### src/rtl/spi_fi_pkg.sv
package spi_fi_pkg;
  typedef enum logic [2:0] {
    REG_CTRL  = 3'd0,
    REG_STAT  = 3'd1,
    REG_RXLVL = 3'd2,
    REG_TXLVL = 3'd3,
    REG_RXWIN = 3'd4,
    REG_TXWIN = 3'd5,
    REG_TRIG  = 3'd6
  } reg_addr_e;

  localparam int unsigned BIT_RXTRG   = 0;
  localparam int unsigned BIT_TXTRG   = 4;
  localparam int unsigned BIT_XEND    = 8;
  localparam int unsigned BIT_TXEMPTY = 9;
  localparam int unsigned BIT_OVF     = 12;
  localparam int unsigned BIT_UNF     = 13;
  localparam int unsigned BIT_BUSY    = 16;
  localparam int unsigned BIT_RXTEN   = 19;
  localparam int unsigned BIT_SRST    = 28;

  localparam int unsigned STAT_W = 14;
  localparam logic [STAT_W-1:0] STAT_MASK = 14'h3311;
  localparam logic [31:0] CTRL_MASK = 32'h1008_3311;
endpackage

### src/rtl/spi_fi_fifo.sv
module spi_fi_fifo #(
  parameter int unsigned W     = 8,
  parameter int unsigned DEPTH = 32,
  localparam int unsigned AW   = (DEPTH > 1) ? $clog2(DEPTH) : 1,
  localparam int unsigned CW   = $clog2(DEPTH + 1)
) (
  input  logic          clk_i,
  input  logic          rst_ni,
  input  logic          flush_i,
  input  logic          push_i,
  input  logic [W-1:0]  data_i,
  input  logic          pop_i,
  output logic [W-1:0]  head_o,
  output logic [CW-1:0] count_o,
  output logic          full_o,
  output logic          empty_o
);
  logic [W-1:0]  mem_q [DEPTH];
  logic [AW-1:0] wp_q, rp_q;
  logic [CW-1:0] cnt_q;
  logic          push_ok, pop_ok;

  function automatic logic [AW-1:0] ptr_inc(input logic [AW-1:0] p);
    return (p == AW'(DEPTH - 1)) ? '0 : p + 1'b1;
  endfunction

  assign full_o  = (cnt_q == CW'(DEPTH));
  assign empty_o = (cnt_q == '0);
  assign push_ok = push_i & ~full_o;
  assign pop_ok  = pop_i & ~empty_o;
  assign head_o  = mem_q[rp_q];
  assign count_o = cnt_q;

  always_ff @(posedge clk_i or negedge rst_ni) begin
    if (!rst_ni) begin
      wp_q  <= '0;
      rp_q  <= '0;
      cnt_q <= '0;
    end else if (flush_i) begin
      wp_q  <= '0;
      rp_q  <= '0;
      cnt_q <= '0;
    end else begin
      if (push_ok) wp_q <= ptr_inc(wp_q);
      if (pop_ok)  rp_q <= ptr_inc(rp_q);
      cnt_q <= cnt_q + CW'(push_ok) - CW'(pop_ok);
    end
  end

  always_ff @(posedge clk_i) begin
    if (push_ok && !flush_i) mem_q[wp_q] <= data_i;
  end

  a_r1_count_bound: assert property (@(posedge clk_i) disable iff (!rst_ni)
    cnt_q <= CW'(DEPTH));
  a_r1_full_no_grow: assert property (@(posedge clk_i) disable iff (!rst_ni)
    full_o && push_i && !pop_i && !flush_i |=> full_o);
  a_r2_flush_empties: assert property (@(posedge clk_i) disable iff (!rst_ni)
    flush_i |=> empty_o);
endmodule

### src/rtl/spi_fi_irq.sv
module spi_fi_irq
  import spi_fi_pkg::*;
(
  input  logic              clk_i,
  input  logic              rst_ni,
  input  logic              clr_all_i,
  input  logic [STAT_W-1:0] evt_i,
  input  logic [STAT_W-1:0] w1c_i,
  input  logic [STAT_W-1:0] en_i,
  output logic [STAT_W-1:0] stat_o,
  output logic              irq_o
);
  logic [STAT_W-1:0] stat_q;

  always_ff @(posedge clk_i or negedge rst_ni) begin
    if (!rst_ni)        stat_q <= '0;
    else if (clr_all_i) stat_q <= '0;
    else                stat_q <= ((stat_q & ~w1c_i) | evt_i) & STAT_MASK;
  end

  assign stat_o = stat_q;
  assign irq_o  = |(stat_q & en_i);

  a_r4_w1c_clears: assert property (@(posedge clk_i) disable iff (!rst_ni)
    !clr_all_i && (|(w1c_i & ~evt_i)) |=> ((stat_o & $past(w1c_i & ~evt_i)) == '0));
  a_r4_event_wins: assert property (@(posedge clk_i) disable iff (!rst_ni)
    !clr_all_i && (|(evt_i & STAT_MASK)) |=>
      ((stat_o & $past(evt_i & STAT_MASK)) == $past(evt_i & STAT_MASK)));
endmodule

### src/rtl/spi_fifo_irq.sv
module spi_fifo_irq
  import spi_fi_pkg::*;
#(
  parameter int unsigned W     = 8,
  parameter int unsigned DEPTH = 32,
  localparam int unsigned CW   = $clog2(DEPTH + 1),
  localparam int unsigned HALF = DEPTH / 2
) (
  input  logic         clk_i,
  input  logic         rst_ni,
  input  logic         we_i,
  input  logic         re_i,
  input  logic [2:0]   addr_i,
  input  logic [31:0]  wdata_i,
  output logic [31:0]  rdata_o,
  input  logic         tx_pop_i,
  output logic [W-1:0] tx_word_o,
  output logic         tx_empty_o,
  input  logic         tx_done_i,
  input  logic         rx_push_i,
  input  logic [W-1:0] rx_word_i,
  input  logic         xfer_end_i,
  input  logic         busy_i,
  output logic         core_hold_o,
  output logic         irq_o
);
  logic [31:0]       ctrl_q;
  logic [2:0]        trig_q;
  logic              srst;
  logic [STAT_W-1:0] stat, evt, w1c;
  logic [W-1:0]      rx_head;
  logic [CW-1:0]     rx_cnt, tx_cnt;
  logic              rx_full, rx_empty, tx_full;
  logic              wr_ctrl, wr_stat, wr_trig, wr_txwin, rd_rxwin;
  logic              rx_flush, tx_flush, tx_pop_ok, rx_trg_hit;

  assign srst        = ctrl_q[BIT_SRST];
  assign core_hold_o = srst;
  assign wr_ctrl  = we_i && addr_i == REG_CTRL;
  assign wr_stat  = we_i && addr_i == REG_STAT;
  assign wr_trig  = we_i && addr_i == REG_TRIG;
  assign wr_txwin = we_i && addr_i == REG_TXWIN && !srst;
  assign rd_rxwin = re_i && addr_i == REG_RXWIN && !srst;
  assign rx_flush = srst || (we_i && addr_i == REG_RXLVL && wdata_i == '0);
  assign tx_flush = srst || (we_i && addr_i == REG_TXLVL && wdata_i == '0);

  always_ff @(posedge clk_i or negedge rst_ni) begin
    if (!rst_ni) begin
      ctrl_q <= '0;
      trig_q <= '0;
    end else begin
      if (wr_ctrl) ctrl_q <= wdata_i & CTRL_MASK;
      if (wr_trig) trig_q <= wdata_i[2:0];
    end
  end

  spi_fi_fifo #(.W(W), .DEPTH(DEPTH)) u_rx (
    .clk_i, .rst_ni, .flush_i(rx_flush),
    .push_i(rx_push_i && !srst), .data_i(rx_word_i), .pop_i(rd_rxwin),
    .head_o(rx_head), .count_o(rx_cnt), .full_o(rx_full), .empty_o(rx_empty)
  );

  spi_fi_fifo #(.W(W), .DEPTH(DEPTH)) u_tx (
    .clk_i, .rst_ni, .flush_i(tx_flush),
    .push_i(wr_txwin), .data_i(wdata_i[W-1:0]), .pop_i(tx_pop_i && !srst),
    .head_o(tx_word_o), .count_o(tx_cnt), .full_o(tx_full), .empty_o(tx_empty_o)
  );

  assign tx_pop_ok  = tx_pop_i && !tx_empty_o;
  assign rx_trg_hit = ctrl_q[BIT_RXTEN] && (32'(rx_cnt) >= (32'd1 << trig_q));

  always_comb begin
    evt = '0;
    if (!srst) begin
      evt[BIT_RXTRG]   = rx_trg_hit;
      evt[BIT_TXTRG]   = tx_pop_ok && (32'(tx_cnt) <= HALF + 1);
      evt[BIT_XEND]    = xfer_end_i;
      evt[BIT_TXEMPTY] = tx_done_i && tx_empty_o;
      evt[BIT_OVF]     = rx_push_i && rx_full;
      evt[BIT_UNF]     = tx_pop_i && tx_empty_o;
    end
  end

  assign w1c = wr_stat ? (wdata_i[STAT_W-1:0] & STAT_MASK) : '0;

  spi_fi_irq u_irq (
    .clk_i, .rst_ni, .clr_all_i(srst), .evt_i(evt), .w1c_i(w1c),
    .en_i(ctrl_q[STAT_W-1:0]), .stat_o(stat), .irq_o
  );

  always_comb begin
    rdata_o = '0;
    case (addr_i)
      REG_CTRL:  rdata_o = ctrl_q;
      REG_STAT:  begin
        rdata_o = 32'(stat);
        rdata_o[BIT_BUSY] = busy_i && !srst;
      end
      REG_RXLVL: rdata_o = 32'(rx_cnt);
      REG_TXLVL: rdata_o = 32'(tx_cnt);
      REG_RXWIN: rdata_o = rx_empty ? '0 : 32'(rx_head);
      REG_TRIG:  rdata_o = {29'd0, trig_q};
      default:   rdata_o = '0;
    endcase
  end

  a_r1_overflow_flag: assert property (@(posedge clk_i) disable iff (!rst_ni)
    rx_push_i && rx_full && !srst |=> stat[BIT_OVF]);
  a_r5_underrun_flag: assert property (@(posedge clk_i) disable iff (!rst_ni)
    tx_pop_i && tx_empty_o && !srst |=> stat[BIT_UNF] && tx_empty_o);
  a_r9_srst_quiet: assert property (@(posedge clk_i) disable iff (!rst_ni)
    srst |=> stat == '0 && rx_empty && tx_empty_o);
  a_r3_no_trig_disabled: assert property (@(posedge clk_i) disable iff (!rst_ni)
    !ctrl_q[BIT_RXTEN] && !srst && !$past(stat[BIT_RXTRG]) && !wr_stat
      |=> !stat[BIT_RXTRG]);
  a_r6_trig_count: assert property (@(posedge clk_i) disable iff (!rst_ni)
    tx_pop_ok && !srst && !tx_flush && !wr_txwin && tx_cnt <= CW'(HALF + 1)
      |=> stat[BIT_TXTRG] && 32'(tx_cnt) <= HALF);
endmodule

### config.mk
export PLATFORM = sky130hd
export DESIGN_NAME = spi_fifo_irq
export DESIGN_NICKNAME = d
export VERILOG_FILES = /design/src/rtl/spi_fi_pkg.sv /design/src/rtl/spi_fi_fifo.sv /design/src/rtl/spi_fi_irq.sv /design/src/rtl/spi_fifo_irq.sv
export SDC_FILE = /design/constraint.sdc
export NUM_CORES = 1
export LEC_CHECK = 0
export BUFFER_PORTS_ARGS = -buffer_cell sky130_fd_sc_hd__buf_2
export CAP_MARGIN = 25
export CORE_ASPECT_RATIO = 1.75
export CORE_UTILIZATION = 33
export CTS_CLUSTER_DIAMETER = 100
export DETAILED_ROUTE_END_ITERATION = 12
export SYNTH_ARGS = -nofsm -noshare
export SYNTH_HDL_FRONTEND = slang
export SYNTH_HIERARCHICAL = 1
export SYNTH_SLANG_ARGS = --single-unit
export TNS_END_PERCENT = 10
### constraint.sdc
create_clock -name clk_i -period 7 [get_ports clk_i]
set_input_delay 0.7 -clock clk_i [delete_from_list [all_inputs] [get_ports clk_i]]
set_output_delay 0.7 -clock clk_i [all_outputs]
set_load 0.005 [all_outputs]
## Word level (Yosys, flattened, before mapping)

Memory sizes are Yosys's and may differ from the RTL's.
Cells that the tools add are included.

| cells by class | value |
|---|---|
| add/sub/neg operators | 8 |
| magnitude comparators | 2 |
| equality and inequality tests | 12 |
| shift-type cells | 1 |
| muxes and demuxes | 26 |
| bitwise operators | 12 |
| reductions and logical operators | 37 |

Operators by type and width:

| kind | number |
|---|---|
| $pmux 29 s6 | 1 |
| $mux 5 | 12 |
| $ge 6x32->1 | 1 |
| $logic_not 32->1 | 1 |
| $shl 1x3->32 const A | 1 |
| $and 14x14->14 | 2 |
| $mux 14 | 2 |
| $logic_and 1x1->1 | 22 |
| $add 5x1->5 const B | 4 |
| $eq 5x5->1 const B | 4 |
| $not 14->14 | 1 |
| $or 14x14->14 | 1 |
| $reduce_or 14->1 | 1 |
| $add 6x1->6 | 2 |
| $eq 6x6->1 const B | 2 |
| $logic_not 6->1 | 2 |
| $mux 6 | 2 |
| $sub 6x1->6 | 2 |
| $eq 3x3->1 const B | 3 |
| $mux 8 | 1 |
| $reduce_bool 2->1 | 4 |
| $eq 3x2->1 const B | 2 |
| $le 6x5->1 const B | 1 |
| $mux 1 | 6 |
| 7 further kinds | 18 |

| word-level totals | value |
|---|---|
| register bits after elaboration | 57 |
| memory bits (writable) | 512 |
| input bits | 52 |
| output and inout port bits | 43 |
| word-level logic and storage cells | 109 |
| memories | 2 |

Memory list:

| name | words | width | read ports | clocked after Yosys merged registers in | wr ports | RTL line | RTL |
|---|---|---|---|---|---|---|---|
| u_rx.mem_q | 32 | 8 | 1 | 0 | 1 | spi_fi_fifo.sv:18 | `logic [W-1:0] mem_q [DEPTH];` |
| u_tx.mem_q | 32 | 8 | 1 | 0 | 1 | spi_fi_fifo.sv:18 |  |

## Depth between registers and ports, before layout

| logic depth | value |
|---|---|
| depth in word-level cells | 8 |
| depth in mapped cells | 15 |
| mapped depth without buffers | 13 |

## Hierarchy

The synthesis kept the hierarchy.

By module, submodules not included:

| module | instances | cells an instance | area an instance (µm²) | sequential area each (µm²) |
|---|---|---|---|---|
| spi_fi_fifo | 2 | 625 | 11085.6 | 8087.8 |
| spi_fifo_irq | 1 | 162 | 1391.3 | 275.3 |
| spi_fi_irq | 1 | 37 | 331.6 | 150.1 |

## Least setup slack after synthesis

OpenSTA, ideal clock, no wires.

| timing path | value |
|---|---|
| path type | reg2reg |
| from | register u_tx.cnt_q[2] (netlist: u_tx/count_o[2]) |
| to | register u_tx.cnt_q[4] (netlist: u_tx/count_o[4]) |
| setup time | 132 ps |
| arrival time | 2836 ps |
| setup slack | 4032 ps |
| stages on the path, launching flop included | 15 |
| buffers on the path | 1 |
| clock period less this slack | 2968 ps |
| path through | dfrtp_1 > inv_1 > ha_1 > nor4bb_1 > nand2b_1 > buf_2 > inv_1 > ha_1 > inv_1 > ha_1 > fa_1 > a21oi_1 > o21bai_1 > xnor2_1 > nor2_1 |

RTL lines:

| what | RTL line | RTL |
|---|---|---|
| start: declaration | spi_fi_fifo.sv:20 | `logic [CW-1:0] cnt_q;` |
| start signal: assignment | spi_fi_fifo.sv:46 | `cnt_q <= cnt_q + CW'(push_ok) - CW'(pop_ok);` |
| $logic_not 6->1 | spi_fi_fifo.sv:28 | `assign empty_o = (cnt_q == '0);` |
| named net tx_empty_o | spi_fifo_irq.sv:18 | `output logic tx_empty_o,` |
| $not 1->1 | spi_fi_fifo.sv:30 | `assign pop_ok = pop_i & ~empty_o;` |
| $and 1x1->1 | spi_fi_fifo.sv:30 |  |
| $sub 6x1->6 | spi_fi_fifo.sv:46 |  |
| $mux 6 | spi_fi_fifo.sv:39 | `end else if (flush_i) begin` |

The timed path passes the listed nets, and every way through them passes these cells.
A chain may end at the register's enable or synchronous reset.

## Worst setup path in the final report

| timing path | value |
|---|---|
| from | register u_rx.rp_q[2] |
| to | output port rdata_o[6] |

| on the way | value |
|---|---|
| word-level cells in the longest chain between the ends | 3 |

Ends and longest elaborated chain:

| what | RTL line | RTL |
|---|---|---|
| start: declaration | spi_fi_fifo.sv:19 | `logic [AW-1:0] wp_q, rp_q;` |
| start signal: assignment | spi_fi_fifo.sv:45 | `if (pop_ok) rp_q <= ptr_inc(rp_q);` |
| $mem_v2 32x8 | n/a |  |
| named net rx_head[6] | spi_fifo_irq.sv:31 | `logic [W-1:0] rx_head;` |
| $mux 8 | spi_fifo_irq.sv:101 | `REG_RXWIN: rdata_o = rx_empty ? '0 : 32'(rx_head);` |
| $pmux 29 s6 | spi_fifo_irq.sv:93 | `case (addr_i)` |
| end: declaration | spi_fifo_irq.sv:15 | `output logic [31:0] rdata_o,` |

The timed path passes the listed nets, and every way through them passes these cells.

==> impl_metrics.env <==
export IMPL_io_buffers=77
export IMPL_grtUsageMet3_pct=2.35
export IMPL_critPathLaunchType="register"
export IMPL_yosys_warnings=6
export IMPL_grt_pass1_vias=13385
export IMPL_fin_nets=1603
export IMPL_worst_pin_slew_ps=1000
export IMPL_syn_area_per_cell_sq_um=16.5
export IMPL_overflow=0
export IMPL_rsz0062_at_grt="no"
export IMPL_required_ps=6300
export IMPL_first_iter_violations=875
export IMPL_synth_seq_cells=561
export IMPL_drive_above_1_share_pct=16.4
export IMPL_hold_class="in -> async"
export IMPL_drc=0
export IMPL_clock_sinks=561
export IMPL_syn_cell_area_sq_mm=0.0239
export IMPL_ys_seq_area_share_pct=69.5
export IMPL_critical_path_max_stage_delay_ps=910
export IMPL_critPathMaxFanout=53
export IMPL_grt_use_met1_pct=17.3
export IMPL_worstSetupPathType="reg -> out"
export IMPL_antenna_found_initial=2
export IMPL_cts_hold_buf=0
export IMPL_path_common_cell="nand3_1"
export IMPL_cts_root_buf="clkbuf_16"
export IMPL_ys_types=63
export IMPL_start_util_pct=33.3
export IMPL_routed_wl_microns=58900
export IMPL_slew_headroom_pct=33.1
export IMPL_tns_ps=0
export IMPL_power_leakage_uw=0.00861
export IMPL_maxCapViolations=0
export IMPL_cts_max_level=2
export IMPL_status="finished, final reports clean"
export IMPL_gp_congestion=0.874
export IMPL_maxSlewViolCount=0
export IMPL_end_kind="output pin"
export IMPL_first_pass_iters=6
export IMPL_grt_busiest_layer="met2"
export IMPL_cts_buffer_depth=3
export IMPL_vias=12960
export IMPL_fin_crit_sh_pct=63.7
export IMPL_ir_drop_v=0.000205
export IMPL_setup_violations=0
export IMPL_clk_latency_ps=590
export IMPL_whs_ps=250
export IMPL_ios=95
export IMPL_post_drt_wl_per_cell_microns=23.8
export IMPL_grt_pass1_wl_microns=86100
export IMPL_ys_async_sr_fraction_pct=8.73
export IMPL_arrival_ps=3760
export IMPL_cp_slowest_cell="dfrtp_4"
export IMPL_n_fill_cell=6571
export IMPL_die_area_sq_mm=0.0735
export IMPL_p_per_area_mw_per_mm2=293
export IMPL_grt_usage_pct=16.0
export IMPL_cts_tree="yes"
export IMPL_grt_max_degree=54
export IMPL_fmax_ghz=0.224
export IMPL_core_region_area_sq_mm=0.0717
export IMPL_ant_nets=0
export IMPL_placementRows=130
export IMPL_die_h_microns=358
export IMPL_syn_inst=1449
export IMPL_n_antenna_cell=0
export IMPL_skew_ps=31.1
export IMPL_layout_min_cycle_time_ps=4460
export IMPL_met2_usage_pct=30.1
export IMPL_synthToLayoutAreaGrowth_pct=11.7
export IMPL_worstPathCellList="buf_4 > mux2i_1 > a22oi_1 > nand3_1 > nand3_1 > a22o_1 > buf_2"
export IMPL_ctsResizeCount=0
export IMPL_via_per_inst=5.23
export IMPL_clk_pin_slew_ps=70
export IMPL_synth_edf_count=512
export IMPL_hold_violations=0
export IMPL_die_x_microns=205
export IMPL_ys_flop_type="edfxtp_1"
export IMPL_postCtsSetupBuffers=0
export IMPL_cts_inserted_buffers=50
export IMPL_dp_hpwl_microns=40600
export IMPL_r2r_slack_ps=3700
## where the power goes
| group | internal, uW | total (uW) | switching [uW] | leakage, uW |
|---|---|---|---|---|
| Sequential | 3730 | 3830 | 91.4 | 0.00524 |
| Combinational | 458 | 1120 | 662 | 0.00253 |
| Clock | 1630 | 2860 | 1230 | 0.000835 |
| Total | 5820 | 7810 | 1980 | 0.00861 |
## synthesized netlist by cell type (3+ instances only)
cell type	number	area [sq um]
nand2b_1	11	68.8
mux4_2	51	1150
a21oi_1	42	210
o21ai_0	18	90.1
buf_2	27	135
nor3b_1	4	30.0
a31oi_1	4	25.0
and2_1	10	62.6
and2b_1	3	22.5
buf_12	4	80.1
or4_1	4	30.0
mux2_2	12	135
buf_4	32	240
a21o_1	4	30.0
xnor2_1	6	52.6
nor2_1	96	360
nand3b_1	8	60.1
nor4bb_1	4	40.0
dfrtp_1	49	1230
or3_1	4	25.0
buf_6	7	78.8
a22o_1	18	158
buf_1	10	37.5
inv_1	31	116
mux4_1	14	368
clkbuf_1	21	78.8
and3_1	13	81.3
nand3_1	58	290
nand2_1	48	180
ha_1	38	475
nor2b_1	13	81.3
mux2i_1	140	1400
and3b_1	3	26.3
a22oi_1	55	413
a221oi_1	14	123
edfxtp_1	512	15400
or4b_1	4	40.0
or3b_2	7	61.3
nor4_1	10	62.6
nor3_1	7	35.0
## placed cells by master (no fill, tap or decap), drive strengths merged, types with 5 or more instances in the layout
| cell type | netlist | routed |
|---|---|---|
| a22o | 18 | 18 |
| nor2b | 13 | 13 |
| a221oi | 16 | 16 |
| o21ai | 19 | 19 |
| nand3 | 58 | 58 |
| clkinv | 0 | 17 |
| or3b | 7 | 7 |
| edfxtp | 512 | 512 |
| nor2 | 96 | 96 |
| nor4 | 10 | 10 |
| mux2i | 140 | 140 |
| conb | 2 | 23 |
| a21oi | 42 | 42 |
| nor3b | 5 | 5 |
| nor3 | 9 | 9 |
| dfrtp | 49 | 49 |
| ha | 38 | 38 |
| mux2 | 12 | 12 |
| bufinv | 0 | 7 |
| and2 | 10 | 10 |
| a22oi | 55 | 55 |
| clkbuf | 22 | 61 |
| inv | 31 | 36 |
| buf | 80 | 91 |
| and3 | 13 | 13 |
| mux4 | 65 | 65 |
| nand2b | 11 | 11 |
| nand2 | 48 | 48 |
| xnor2 | 6 | 6 |
| nand3b | 8 | 8 |
## metal layers
metal | share of wire (%) | wire, microns
met1 | 36 | 21300
met2 | 54 | 31900
met3 | 4.8 | 2840
met4 | 4.8 | 2810
met5 | 0.024 | 14
## per-stage QoR
step / setup WS (ps) / std cells / util, % / power, uW / cell area [sq um]
floorplan: 4030 / 1470 / - / 4630 / 24000
global placement: 2960 / 2382 / 34.8 / 4990 / 25000
detailed placement: 2880 / 2382 / 34.8 / 5020 / 25000
CTS: 2520 / 2475 / 37.2 / 7880 / 26700
global route: 2320 / 2476 / 37.2 / 8100 / 26700
finish: 2540 / 2476 / 37.2 / 7810 / 26700
## cell families (layout without fill, tap and decap cells)
group,after synthesis,in the layout,synth area share [%]
other,2,23,0.0314
buffers and inverters,133,215,3.23
xor gates and xnor gates,6,6,0.220
adders and majority gates,40,40,2.16
muxes,217,217,12.8
AOI/OAI and AO/OA,172,172,5.04
and+or+nand+nor,318,318,7.06
DFF,561,561,69.5
## registers in the layout, summed over array words and instances (netlist names)
| register | count |
|---|---|
| u_tx/rp_q | 5 |
| u_rx/mem_q | 256 |
| ctrl_q | 8 |
| u_rx/wp_q | 5 |
| u_tx/wp_q | 5 |
| trig_q | 3 |
| u_tx/count_o | 6 |
| u_irq/stat_o | 6 |
| u_rx/rp_q | 5 |
| u_tx/mem_q | 256 |
| u_rx/count_o | 6 |
## critical path: cells and delay by family, from the launching register on
| family | cells | cell delay [ps] |
|---|---|---|
| multiplexers | 1 | 180 |
| AO/OA/AOI/OAI | 2 | 640 |
| flip-flops | 1 | 910 |
| buffers and inverters | 2 | 930 |
| AND/OR/NAND/NOR | 2 | 430 |
## final timing paths
path                                  from               to  cells after the start
setup / recovery              u_rx/rp_q[2]       rdata_o[6]                      7
hold / removal                      rst_ni     u_tx/rp_q[3]                      2
setup reg to reg           u_rx/count_o[3]  u_rx/count_o[4]                     12
hold reg to reg                 ctrl_q[13]       ctrl_q[13]                      1
max in group asynchronous           rst_ni     u_rx/rp_q[2]                      2
min in group clk_i             wdata_i[12]       ctrl_q[12]                      2
## layout make-up
type | count | area [sq um] | area share, %
clock buffer | 61 | 1330 | 5.00
clock inverter | 32 | 377 | 1.41
inverter | 31 | 116 | 0.436
multi-input combinational | 776 | 6600 | 24.7
sequential | 561 | 16600 | 62.2
tap | 924 | 1160 | 4.33
timing repair buffer | 91 | 494 | 1.85
No activity file was read; power rests on OpenSTA's default activity.
